File: config.mk
export PLATFORM = sky130hd
export DESIGN_NAME = bcd_alarm_cmp
export DESIGN_NICKNAME = d
export VERILOG_FILES = /design/src/rtl/bcd_alarm_pkg.sv /design/src/rtl/bcd_alarm_regs.sv /design/src/rtl/bcd_alarm_match.sv /design/src/rtl/bcd_alarm_cmp.sv
export SDC_FILE = /design/constraint.sdc
export NUM_CORES = 1
export LEC_CHECK = 0
export BUFFER_PORTS_ARGS = -buffer_cell sky130_fd_sc_hd__buf_2
export CELL_PAD_IN_SITES_DETAIL_PLACEMENT = 1
export CELL_PAD_IN_SITES_GLOBAL_PLACEMENT = 2
export CORE_AREA = 2 2 87 89
export CTS_BUF_LIST = sky130_fd_sc_hd__clkbuf_16
export CTS_CLUSTER_DIAMETER = 80
export CTS_CLUSTER_SIZE = 40
export DETAILED_ROUTE_END_ITERATION = 6
export DIE_AREA = 0 0 89 91
export GPL_TIMING_DRIVEN = 0
export PLACE_DENSITY_LB_ADDON = 0.1
export SYNTH_ARGS = -nofsm -noshare
export SYNTH_HDL_FRONTEND = slang
export SYNTH_SLANG_ARGS = --single-unit
File: constraint.sdc
create_clock -name clk -period 2 [get_ports clk]
set_input_delay 0.4 -clock clk [delete_from_list [all_inputs] [get_ports clk]]
set_output_delay 0.4 -clock clk [all_outputs]
set_load 0.05 [all_outputs]
File: src/rtl/bcd_alarm_pkg.sv
package bcd_alarm_pkg;

  localparam int unsigned FIELD_CNT = 4;
  localparam int unsigned ADDR_W    = $clog2(FIELD_CNT);
  localparam int unsigned BYTE_W    = 8;
  localparam int unsigned MASK_BIT  = BYTE_W - 1;
  localparam int unsigned SEC_W     = 7;
  localparam int unsigned MIN_W     = 7;
  localparam int unsigned HOUR_W    = 6;
  localparam int unsigned DATE_W    = 5;
  localparam int unsigned SEC_MAX   = 59;
  localparam int unsigned MIN_MAX   = 59;
  localparam int unsigned HOUR_MAX  = 23;

  typedef enum logic [ADDR_W-1:0] {
    FLD_SEC  = 2'd0,
    FLD_MIN  = 2'd1,
    FLD_HOUR = 2'd2,
    FLD_DATE = 2'd3
  } fld_e;

  typedef enum logic [2:0] {
    RATE_MONTH,
    RATE_DAY,
    RATE_HOUR,
    RATE_MIN,
    RATE_SEC
  } rate_e;

  typedef logic [FIELD_CNT-1:0][BYTE_W-1:0] bank_t;

  // tens * 10 + units, wide enough for 15*10+15
  function automatic logic [7:0] bcd_decode(input logic [3:0] tens, input logic [3:0] units);
    return ({4'b0, tens} * 8'd10) + {4'b0, units};
  endfunction

  // Range check applied before a byte is stored (bit 7 is the mask, never checked)
  function automatic logic field_ok(input fld_e fld, input logic [6:0] d);
    case (fld)
      FLD_SEC:  return bcd_decode({1'b0, d[6:4]}, d[3:0]) <= 8'(SEC_MAX);
      FLD_MIN:  return bcd_decode({1'b0, d[6:4]}, d[3:0]) <= 8'(MIN_MAX);
      FLD_HOUR: return bcd_decode({2'b0, d[5:4]}, d[3:0]) <= 8'(HOUR_MAX);
      FLD_DATE: return |d[4:0];
      default:  return 1'b0;
    endcase
  endfunction

endpackage

File: src/rtl/bcd_alarm_regs.sv
module bcd_alarm_regs
  import bcd_alarm_pkg::*;
(
  input  logic              clk,
  input  logic              rst_n,
  input  logic              wr_en,
  input  logic [ADDR_W-1:0] wr_addr,
  input  logic [BYTE_W-1:0] wr_data,
  input  logic [ADDR_W-1:0] rd_addr,
  output logic [BYTE_W-1:0] rd_data,
  output bank_t             bank_o
);

  bank_t                bank_q;
  bank_t                bank_d;
  logic [FIELD_CNT-1:0] accept;
  logic                 bank_ce;

  // per-field address decode and range qualification
  for (genvar g = 0; g < FIELD_CNT; g++) begin : g_fld
    localparam fld_e FLD = fld_e'(ADDR_W'(g));
    logic sel;
    assign sel       = wr_en && (wr_addr == ADDR_W'(g));
    assign accept[g] = sel && field_ok(FLD, wr_data[6:0]);
  end

  assign bank_ce = |accept;

  always_comb begin
    bank_d = bank_q;
    for (int i = 0; i < FIELD_CNT; i++) begin
      if (accept[i]) begin
        bank_d[i] = wr_data;
      end
    end
  end

  always_ff @(posedge clk or negedge rst_n) begin
    if (!rst_n) begin
      bank_q <= '0;
    end else if (bank_ce) begin
      bank_q <= bank_d;
    end
  end

  assign rd_data = bank_q[rd_addr];
  assign bank_o  = bank_q;

endmodule

File: src/rtl/bcd_alarm_match.sv
module bcd_alarm_match
  import bcd_alarm_pkg::*;
(
  input  logic [SEC_W-1:0]     alm_sec,
  input  logic [MIN_W-1:0]     alm_min,
  input  logic [HOUR_W-1:0]    alm_hour,
  input  logic [DATE_W-1:0]    alm_date,
  input  logic [FIELD_CNT-1:0] mask,
  input  logic [SEC_W-1:0]     now_sec,
  input  logic [MIN_W-1:0]     now_min,
  input  logic [HOUR_W-1:0]    now_hour,
  input  logic [DATE_W-1:0]    now_date,
  output logic                 hit
);

  logic [FIELD_CNT-1:0] eq;
  logic [FIELD_CNT-1:0] need;
  rate_e                rate;

  assign eq[FLD_SEC]  = (alm_sec  == now_sec);
  assign eq[FLD_MIN]  = (alm_min  == now_min);
  assign eq[FLD_HOUR] = (alm_hour == now_hour);
  assign eq[FLD_DATE] = (alm_date == now_date);

  // mask order {date, hour, min, sec}; only four patterns narrow the rate
  always_comb begin
    case (mask)
      4'b0000: rate = RATE_MONTH;
      4'b1000: rate = RATE_DAY;
      4'b1100: rate = RATE_HOUR;
      4'b1110: rate = RATE_MIN;
      default: rate = RATE_SEC;
    endcase
  end

  always_comb begin
    case (rate)
      RATE_MONTH: need = 4'b1111;
      RATE_DAY:   need = 4'b0111;
      RATE_HOUR:  need = 4'b0011;
      RATE_MIN:   need = 4'b0001;
      default:    need = 4'b0000;
    endcase
  end

  assign hit = &(eq | ~need);

endmodule

File: src/rtl/bcd_alarm_cmp.sv
module bcd_alarm_cmp
  import bcd_alarm_pkg::*;
(
  input  logic              clk,
  input  logic              rst_n,
  input  logic              wr_en,
  input  logic [ADDR_W-1:0] wr_addr,
  input  logic [BYTE_W-1:0] wr_data,
  input  logic [ADDR_W-1:0] rd_addr,
  output logic [BYTE_W-1:0] rd_data,
  input  logic              tick,
  input  logic              irq_en,
  input  logic [SEC_W-1:0]  now_sec,
  input  logic [MIN_W-1:0]  now_min,
  input  logic [HOUR_W-1:0] now_hour,
  input  logic [DATE_W-1:0] now_date,
  output logic              alarm_irq
);

  bank_t                bank;
  logic [FIELD_CNT-1:0] mask;
  logic                 hit;
  logic                 irq_d;
  logic                 irq_q;

  bcd_alarm_regs i_regs (
    .clk     (clk),
    .rst_n   (rst_n),
    .wr_en   (wr_en),
    .wr_addr (wr_addr),
    .wr_data (wr_data),
    .rd_addr (rd_addr),
    .rd_data (rd_data),
    .bank_o  (bank)
  );

  for (genvar g = 0; g < FIELD_CNT; g++) begin : g_mask
    assign mask[g] = bank[g][MASK_BIT];
  end

  bcd_alarm_match i_match (
    .alm_sec  (bank[FLD_SEC][SEC_W-1:0]),
    .alm_min  (bank[FLD_MIN][MIN_W-1:0]),
    .alm_hour (bank[FLD_HOUR][HOUR_W-1:0]),
    .alm_date (bank[FLD_DATE][DATE_W-1:0]),
    .mask     (mask),
    .now_sec  (now_sec),
    .now_min  (now_min),
    .now_hour (now_hour),
    .now_date (now_date),
    .hit      (hit)
  );

  assign irq_d = tick && irq_en && hit;

  always_ff @(posedge clk or negedge rst_n) begin
    if (!rst_n) begin
      irq_q <= 1'b0;
    end else begin
      irq_q <= irq_d;
    end
  end

  assign alarm_irq = irq_q;

endmodule

**Word-level counts from Yosys, hierarchy flattened**

Index checks and enable logic that the tools add are counted.

- Bits of input ports: 42
- Register bits after elaboration: 33
- Output and inout bits: 9
- Word-level logic and storage cells: 51

- Muxes and demuxes: 4
- Bitwise operators: 2
- Equal/unequal tests: 13
- Reduce and logical (&&, ||, !) cells: 20
- $mul: 2
- $add $sub $neg: 2
- Order comparisons: 3

Operator list:

| kind | number |
|---|---|
| $bmux W8 S2 | 1 |
| $pmux W4 S4 | 1 |
| $eq A7 B7 Y1 | 2 |
| $eq A4 B4 Y1 const B | 3 |
| $pmux W3 S4 | 1 |
| $logic_and A1 B1 Y1 | 10 |
| $add A7 B4 Y8 | 1 |
| $le A8 B5 Y1 const B | 1 |
| $le A8 B6 Y1 const B | 1 |
| $mux W8 | 1 |
| $reduce_and A2 Y1 | 4 |
| $add A6 B4 Y7 | 1 |
| $eq A3 B2 Y1 const B | 2 |
| $eq A6 B6 Y1 | 1 |
| $mul A3 B3 Y6 const B | 1 |
| $eq A5 B5 Y1 | 1 |
| $mul A2 B3 Y5 const B | 1 |
| $reduce_or A5 Y1 | 1 |
| $eq A2 B2 Y1 const B | 2 |
| $logic_not A4 Y1 | 1 |
| $not A4 Y4 | 1 |
| $or A4 B4 Y4 | 1 |
| $reduce_and A4 Y1 | 1 |
| $reduce_or A4 Y1 | 1 |
| 5 further kinds | 5 |

**Logic depth before layout (Yosys ltp)**

Gate-level depths: netlist (run 1).

- Word-level depth: 8
- Mapped depth: 8
- Depth with buffers taken out: 8

**Hierarchy**

A second synthesis (run 1) with hierarchy kept.

- Cells, all modules: 160
- Area total of the unflattened synthesis: 2011.9 sq um

Modules (own cells, without submodules):

| module | sequential area each (sq um) | cells an instance | times used | area an instance (sq um) |
|---|---|---|---|---|
| bcd_alarm_regs | 800.8 | 119 | 1 | 1675.4 |
| bcd_alarm_match | 0.0 | 39 | 1 | 305.3 |
| bcd_alarm_cmp | 25.0 | 2 | 1 | 31.3 |

**Least setup slack after synthesis (run 1)**

No wires, ideal clock.

- Path type: input -> register
- Start: input port wr_data[1]
- End: register i_regs.bank_q, in the netlist i_regs.bank_o[10]
- Library setup time: 125 ps
- Stages: 7
- Data arrival time: 2406 ps
- Setup slack: -531 ps
- Required time: 1875 ps
- Path through: ha_1 fa_1 nand2b_1 or4_4 a22oi_4 nand3_4 mux2_4

- Cells in the longest elaborated chain, start to end: 5
- Elaborated cells on any way between the ends: 11

RTL lines:

| item | line | text |
|---|---|---|
| from (decl) | bcd_alarm_cmp.sv:8 | `input logic [BYTE_W-1:0] wr_data,` |
| $add A7 B4 Y8 or $add A6 B4 Y7 (tied branches) | bcd_alarm_pkg.sv:34 | `return ({4'b0, tens} * 8'd10) + {4'b0, units};` |
| $le A8 B6 Y1 or $le A8 B5 Y1 (tied branches) | bcd_alarm_pkg.sv:40, bcd_alarm_pkg.sv:41, bcd_alarm_pkg.sv:42 |  |
| $logic_and A1 B1 Y1 | bcd_alarm_regs.sv:24 | `assign accept[g] = sel && field_ok(FLD, wr_data[6:0]);` |
| $reduce_or A4 Y1 | bcd_alarm_regs.sv:27 | `assign bank_ce = \|accept;` |
| $reduce_and A2 Y1 (no source line) * | n/a |  |
| to (signal assigned) | bcd_alarm_regs.sv:42 | `bank_q <= bank_d;` |
| to (decl) | bcd_alarm_regs.sv:14 | `bank_t bank_q;` |

Every way passes the cells marked *; elsewhere a longest branch is shown, timed or not.
A chain may end at the register's enable or synchronous reset.

**Final worst setup path (run 1)**

- Start: input port wr_data[4]
- End: register i_regs.bank_q, in the netlist i_regs.bank_o[5]

- Cells in the longest elaborated chain, start to end: 6
- Elaborated cells on any way between the ends: 13

RTL lines:

| item | line |
|---|---|
| $mul A3 B3 Y6 or $mul A2 B3 Y5 (tied branches) | bcd_alarm_pkg.sv:34 |
| $add A7 B4 Y8 or $add A6 B4 Y7 (tied branches) | bcd_alarm_pkg.sv:34 |
| $le A8 B6 Y1 or $le A8 B5 Y1 (tied branches) | bcd_alarm_pkg.sv:40, bcd_alarm_pkg.sv:41, bcd_alarm_pkg.sv:42 |
| $logic_and A1 B1 Y1 | bcd_alarm_regs.sv:24 |
| $reduce_or A4 Y1 | bcd_alarm_regs.sv:27 |
| $reduce_and A2 Y1 (no source line) * | n/a |

Marked as above.

==> reports/metrics.csv, run 1 <==
metric,value,unit
outcome,finished with violations,
failing checks,setup timing,
Synth Cell Area,2070,um2
slew of the pin with the lowest slew margin,778,ps
worst hold slack,202,ps
max_cap viols,0,
Min-Delay Path Class,input port to async pin,
Max-slew headroom,48.2,%
switch share,33.3,%
core box area,7140,um2
GP Congestion,0.736,
cell taking the most area after synthesis,dfrtp_1,
Iteration-0 DRC Markers,39,
f_max,421,MHz
P_leak,1.32,nW
H-tree depth,2,
prevailing post-synth register cell,dfrtp_1,
antenna violations before repair,0,
Post-CTS Hold Fix Bufs,0,
Mean Syn Cell Area,12.9,um2
worst stage delay on the critical path,490,ps
CTS buffer count,5,
row cnt,31,
largest net degree at the start of global routing,34,
Die Ht,91,um
post-route setup TNS,-5580,ps
clock skew,8.44,ps
Area contributors post-synth,"dfrtp_1 40%, mux2_1 10%, mux4_2 8.7%, xor2_1 6.8%, mux2_4 5.8%",
RSZ-0062 raised after global routing,true,
GRT overflow,0,
Synth top area share,39.9,%
minimum clock period,2370,ps
peak supply drop,0.000376,V
antenna-violating nets left,0,
via count,1597,
"Req. time, crit path",2150,ps
Die ar.,8100,um2
Die W,89,um
"Slew Viols, Final",0,
Comb power frac,35.1,%
Pre-antenna DRT Iters,4,
CTS tree,done,
ratio of final minimum period to clock period,119,%
vias per cell,4.93,
"Net Count, Synth",210,
post-detail-place hpwl,4650,um
DRC,0,
I/O Buffers,48,
Initial Util,29.0,%
vias in the first global route,1835,
total global-route track usage,17.3,%
Multi-input gate area,1400,um2
register area share after synthesis,39.9,%
Cells after Synth,160,
WL/cell,20.2,um
final hold vios,0,
Setup CP Type,input port to register,
clk slew on worst S/H paths,60,ps
final cell count without fillers,324,
global-route wire length before repair,10400,um
Nets,274,
CP max-delay cell,or4_4,
Post-Route WL,6530,um
PD cells,993,nW/um2
post-layout util,40.7,%
Synth warnings,0,
CP Cell Sequence,buf_12 > ha_4 > fa_2 > nand2b_4 > or4_4 > a22oi_4 > buf_4 > nand2_8 > mux2_1,
total clock sinks,33,
fillcell total,793,
Worst-Skew Late Latency,280,ps
CTS max path bufs,2,
# diodes,0,
register area,826,um2
setup slack after layout,-374,ps
Synth cell types,37,
Reg power frac,35.0,%
Area Overhead vs Synth,40.5,%
"flops & latches, synth",33,
share of cells above drive strength 1,50.2,%
NetSw,0.960,mW
dpl cells,307,
Int Pwr,1.93,mW
worst-path fanout max,8,
"EDFF count, synth",0,
CP arrival,2530,ps
asr flop ratio synth,100,%
clk root buf,clkbuf_16,
Place WS,-898,ps
Clock power frac,29.9,%
I/O Pins,51,
Setup Viol. Count Final,16,
crit end category,register,
startpoint types,input port,
## logic make-up (layout without fill, tap and decap cells)
kind of cell             Yosys count  after routing  synth area share, %
XOR/XNOR                          27             27                 11.4
AO/OA/AOI/OAI                     21             21                 8.71
adder cells (fa/ha/maj)            8              8                 5.20
buffers and inverters              4             69                0.726
multiplexers                      35             35                 24.9
AND/OR/NAND/NOR                   32             32                 9.14
flip-flops                        33             33                 39.9
## layer usage
layer | global-route usage [%] | part of all wire, % | vias up
li1 | - | - | 725
met1 | 24.8 | 46 | 823
met2 | 26.8 | 48 | 40
met3 | 2.91 | 4.1 | 9
met4 | 4.85 | 1.3 | 0
met5 | 0 | 0 | -
## state kept, by name (all words and copies together) (netlist names)
| register | flops |
|---|---|
| alarm_irq | 1 |
| i_regs.bank_o | 32 |
## area by class of cell
class                           instances  share of cell area (%)
Clock inverter                          3                    1.29
Clock buffer                            5                    4.31
Timing Repair Buffer                   57                    12.8
Sequential cell                        33                    28.4
Buffer                                  3                   0.474
Tap cell                               99                    4.26
Multi-Input combinational cell        123                    48.3
Inverter                                1                   0.129
## Yosys cell counts (all sizes together), types with 3 or more instances
cell,number
nand2b,3
ha,7
xnor2,11
mux2,27
a22o,3
nor3,3
mux4,8
o21ai,5
nor2b,3
nand3,3
dfrtp,33
nor4,4
xor2,16
nand2,10
clkbuf,3
a21oi,3
## stage by stage
step / power (mW) / instance area [um2]
after floorplan: 1.63 / 2100
after global placement: 1.85 / 2470
after detailed placement: 1.90 / 2470
final: 2.89 / 2910
after CTS: 2.86 / 2820
after global routing: 3.03 / 2910
## power by group through the flow
| stage | Combinational (mW) | Sequential (mW) | Clock (mW) |
|---|---|---|---|
| after floorplan | 0.659 | 0.966 | 0 |
| after global placement | 0.851 | 1.00 | 0 |
| after detailed placement | 0.882 | 1.02 | 0 |
| after CTS | 0.974 | 1.01 | 0.872 |
| after global routing | 1.09 | 1.04 | 0.902 |
| final | 1.01 | 1.01 | 0.863 |
## worst paths after layout
path	from	endpoint	slack, ps	cells after the start
worst max-delay path	wr_data[4]	i_regs.bank_o[5]	-370	9
worst min-delay path	rst_n	i_regs.bank_o[31]	200	1
worst max register to register	i_regs.bank_o[19]	alarm_irq	480	4
worst min register to register	i_regs.bank_o[29]	i_regs.bank_o[29]	500	1
max in group asynchronous	rst_n	i_regs.bank_o[13]	1310	1
min in group clk	wr_data[1]	i_regs.bank_o[25]	340	3
## critical path: cells and delay by family
family | cells | cell delay [ps]
AND/OR/NAND/NOR | 3 | 740
adder cells (fa/ha/maj) | 2 | 520
multiplexers | 1 | 340
buffers and inverters | 2 | 280
AO/OA/AOI/OAI | 1 | 240
## layout by cell type, fill, tap and decap left out, types with 2 or more instances in the layout
cell type	n
buf_4	8
nor2b_1	3
o21ai_2	2
o21ai_0	3
nor4_1	4
xnor2_1	11
mux4_2	8
clkbuf_2	2
buf_2	44
nand2_1	9
nand2b_1	2
clkbuf_16	5
mux2_1	4
a22o_1	3
mux2_4	23
a211oi_1	2
a21oi_1	2
dfrtp_1	33
nand3_1	2
nor3_1	3
a21o_1	2
buf_12	4
ha_4	6
inv_1	2
xor2_1	16
## repair_timing
item,CTS,global route
endpoints found under the hold margin,0,0
endpoints found under the setup margin,32,24
setup buffers,5,4
gates resized for setup,32,11
pin swaps,11,7
(Power assumes the default switching activity.)
==> inputs of run 2 (changes only) <==
Settings changed: CORE_AREA 2 2 87 89 to 8 8 93 95, DIE_AREA 0 0 89 91 to 0 0 101 103, HOLD_SLACK_MARGIN set to 0.06, REMOVE_ABC_BUFFERS set to 1.
==> reports/metrics.csv, run 2 (synthesis results as in run 1) <==
metric,value,unit,change
Multi-input gate area,1390,um2,-0.80%
RSZ-0062 raised after global routing,true,,
CTS tree,done,,
ratio of final minimum period to clock period,117,%,-2.1 points
I/O Pins,51,,unchanged
design area,2910,um2,+0.13%
slew of the pin with the lowest slew margin,766,ps,-11.3 ps
Place WS,-976,ps,-78.1 ps
final hold vios,0,,unchanged
failing checks,setup timing,,
fillcell total,794,,+0.13%
total power,2.87,mW,-0.40%
Max-slew headroom,48.9,%,+0.75 points
final cell count without fillers,325,,+0.31%
"Slew Viols, Final",0,,unchanged
max FFs per register,32,,unchanged
vias per cell,4.77,,-3.2%
startpoint types,input port,,
total global-route track usage,13.1,%,-4.2 points
CP Cell Sequence,buf_12 > ha_4 > fa_2 > nand2b_4 > or4_4 > a22oi_4 > buf_4 > nand2_8 > mux2_4,,
Die Ht,103,um,+13%
WL/cell,19.8,um,-1.9%
placed cell area,2430,um2,-1.5%
"Req. time, crit path",2150,ps,about the same
H-tree depth,2,,unchanged
f_max,429,MHz,+1.8%
worst hold slack,203,ps,+0.224 ps
Post-Route WL,6430,um,-1.6%
DRC,0,,unchanged
Area Overhead vs Synth,40.7,%,
Die ar.,10400,um2,+28%
peak supply drop,0.000362,V,-3.6%
total clock sinks,33,,unchanged
PD cells,988,nW/um2,-0.52%
"commonest non-fill, non-tap cell in the layout",buf_2,,
clk slew on worst S/H paths,50,ps,about the same
minimum clock period,2330,ps,-42.2 ps
vias in the first global route,1851,,+0.87%
outcome,finished with violations,,
largest net degree at the start of global routing,34,,unchanged
P_leak,1.33,nW,+1.3%
worst-path fanout max,8,,unchanged
Iteration-0 DRC Markers,28,,-28%
crit end category,register,,
Crit path max-delay family,simple AND/OR/NAND/NOR gates,,
Setup CP Type,input port to register,,
# diodes,0,,unchanged
CP max-delay cell,or4_4,,
post-layout util,40.8,%,+0.053 points
clock skew,2.40,ps,-6.04 ps
Post-CTS Hold Fix Bufs,0,,unchanged
setup slack after layout,-332,ps,+42.2 ps
antenna violations before repair,0,,unchanged
Worst-Skew Late Latency,270,ps,about the same
post-route setup TNS,-6060,ps,-476 ps
row cnt,31,,unchanged
post-detail-place hpwl,4780,um,+2.8%
max_cap viols,0,,unchanged
worst stage delay on the critical path,490,ps,about the same
Min-Delay Path Class,input port to async pin,,
Setup Viol. Count Final,24,,+8
I/O Buffers,50,,+4.2%
clk root buf,clkbuf_16,,
Pre-antenna DRT Iters,4,,unchanged
core box area,7140,um2,unchanged
dpl cells,306,,-0.33%
Die W,101,um,+13%
antenna-violating nets left,0,,unchanged
Buf/Inv on CP,2,,unchanged
global-route wire length before repair,10200,um,-1.4%
Nets,275,,+0.36%
via count,1551,,-2.9%
Initial Util,29.0,%,unchanged
CTS buffer count,5,,unchanged
CP arrival,2480,ps,-50 ps
CTS max path bufs,2,,unchanged
GRT overflow,0,,unchanged
GP Congestion,0.705,,-4.3%
register area,826,um2,unchanged
share of cells above drive strength 1,51.3,%,+1.1 points
most frequent cells in the layout,"46 x buf_2, 33 x dfrtp_1, 24 x mux2_4",,
## run 2: cell count changes in the layout (fill, tap and decap cells not counted), sizes merged
cell    change
buf         +4
clkbuf      -3
## run 2: worst paths after layout
path,to,startpoint,slack [ps],depth (start not counted)
max in group asynchronous,i_regs.bank_o[4],rst_n,1310,1
min reg2reg,i_regs.bank_o[29],i_regs.bank_o[29],500,1
min,i_regs.bank_o[6],rst_n,200,1
max,i_regs.bank_o[0],wr_data[4],-330,9
min in group clk,i_regs.bank_o[25],wr_data[1],340,3
max reg2reg,alarm_irq,i_regs.bank_o[26],440,5
## run 2: final cells by class
type                            instances  share of cell area [%]
Clock buffer                            5                    4.30
Inverter                                1                   0.129
Timing Repair Buffer                   61                    13.8
Sequential cell                        33                    28.4
Clock inverter                          3                    1.29
Multi-Input combinational cell        123                    47.9
Tap cell                               99                    4.26
## run 2: per-layer routing
metal	wire length [um]	up-vias	GRT usage [%]
met3	328	6	3.51
met2	3200	36	22.2
li1	-	728	-
met1	2840	781	16.3
met5	0	-	0
met4	48	0	3.09
## run 2: where the power goes
part	total (mW)	internal (mW)	switching [mW]
combinational	1.01	0.515	0.494
sequential	1.01	0.837	0.177
clock	0.852	0.578	0.274
total	2.87	1.93	0.944
## run 2: repair_timing
| action | in CTS | in global routing |
|---|---|---|
| gates cloned | 0 | 0 |
| setup endpoints to repair | 24 | 24 |
| pin swaps | 11 | 5 |
| endpoints found under the hold margin | 0 | 0 |
| setup buffers | 6 | 5 |
| resized for setup | 44 | 3 |
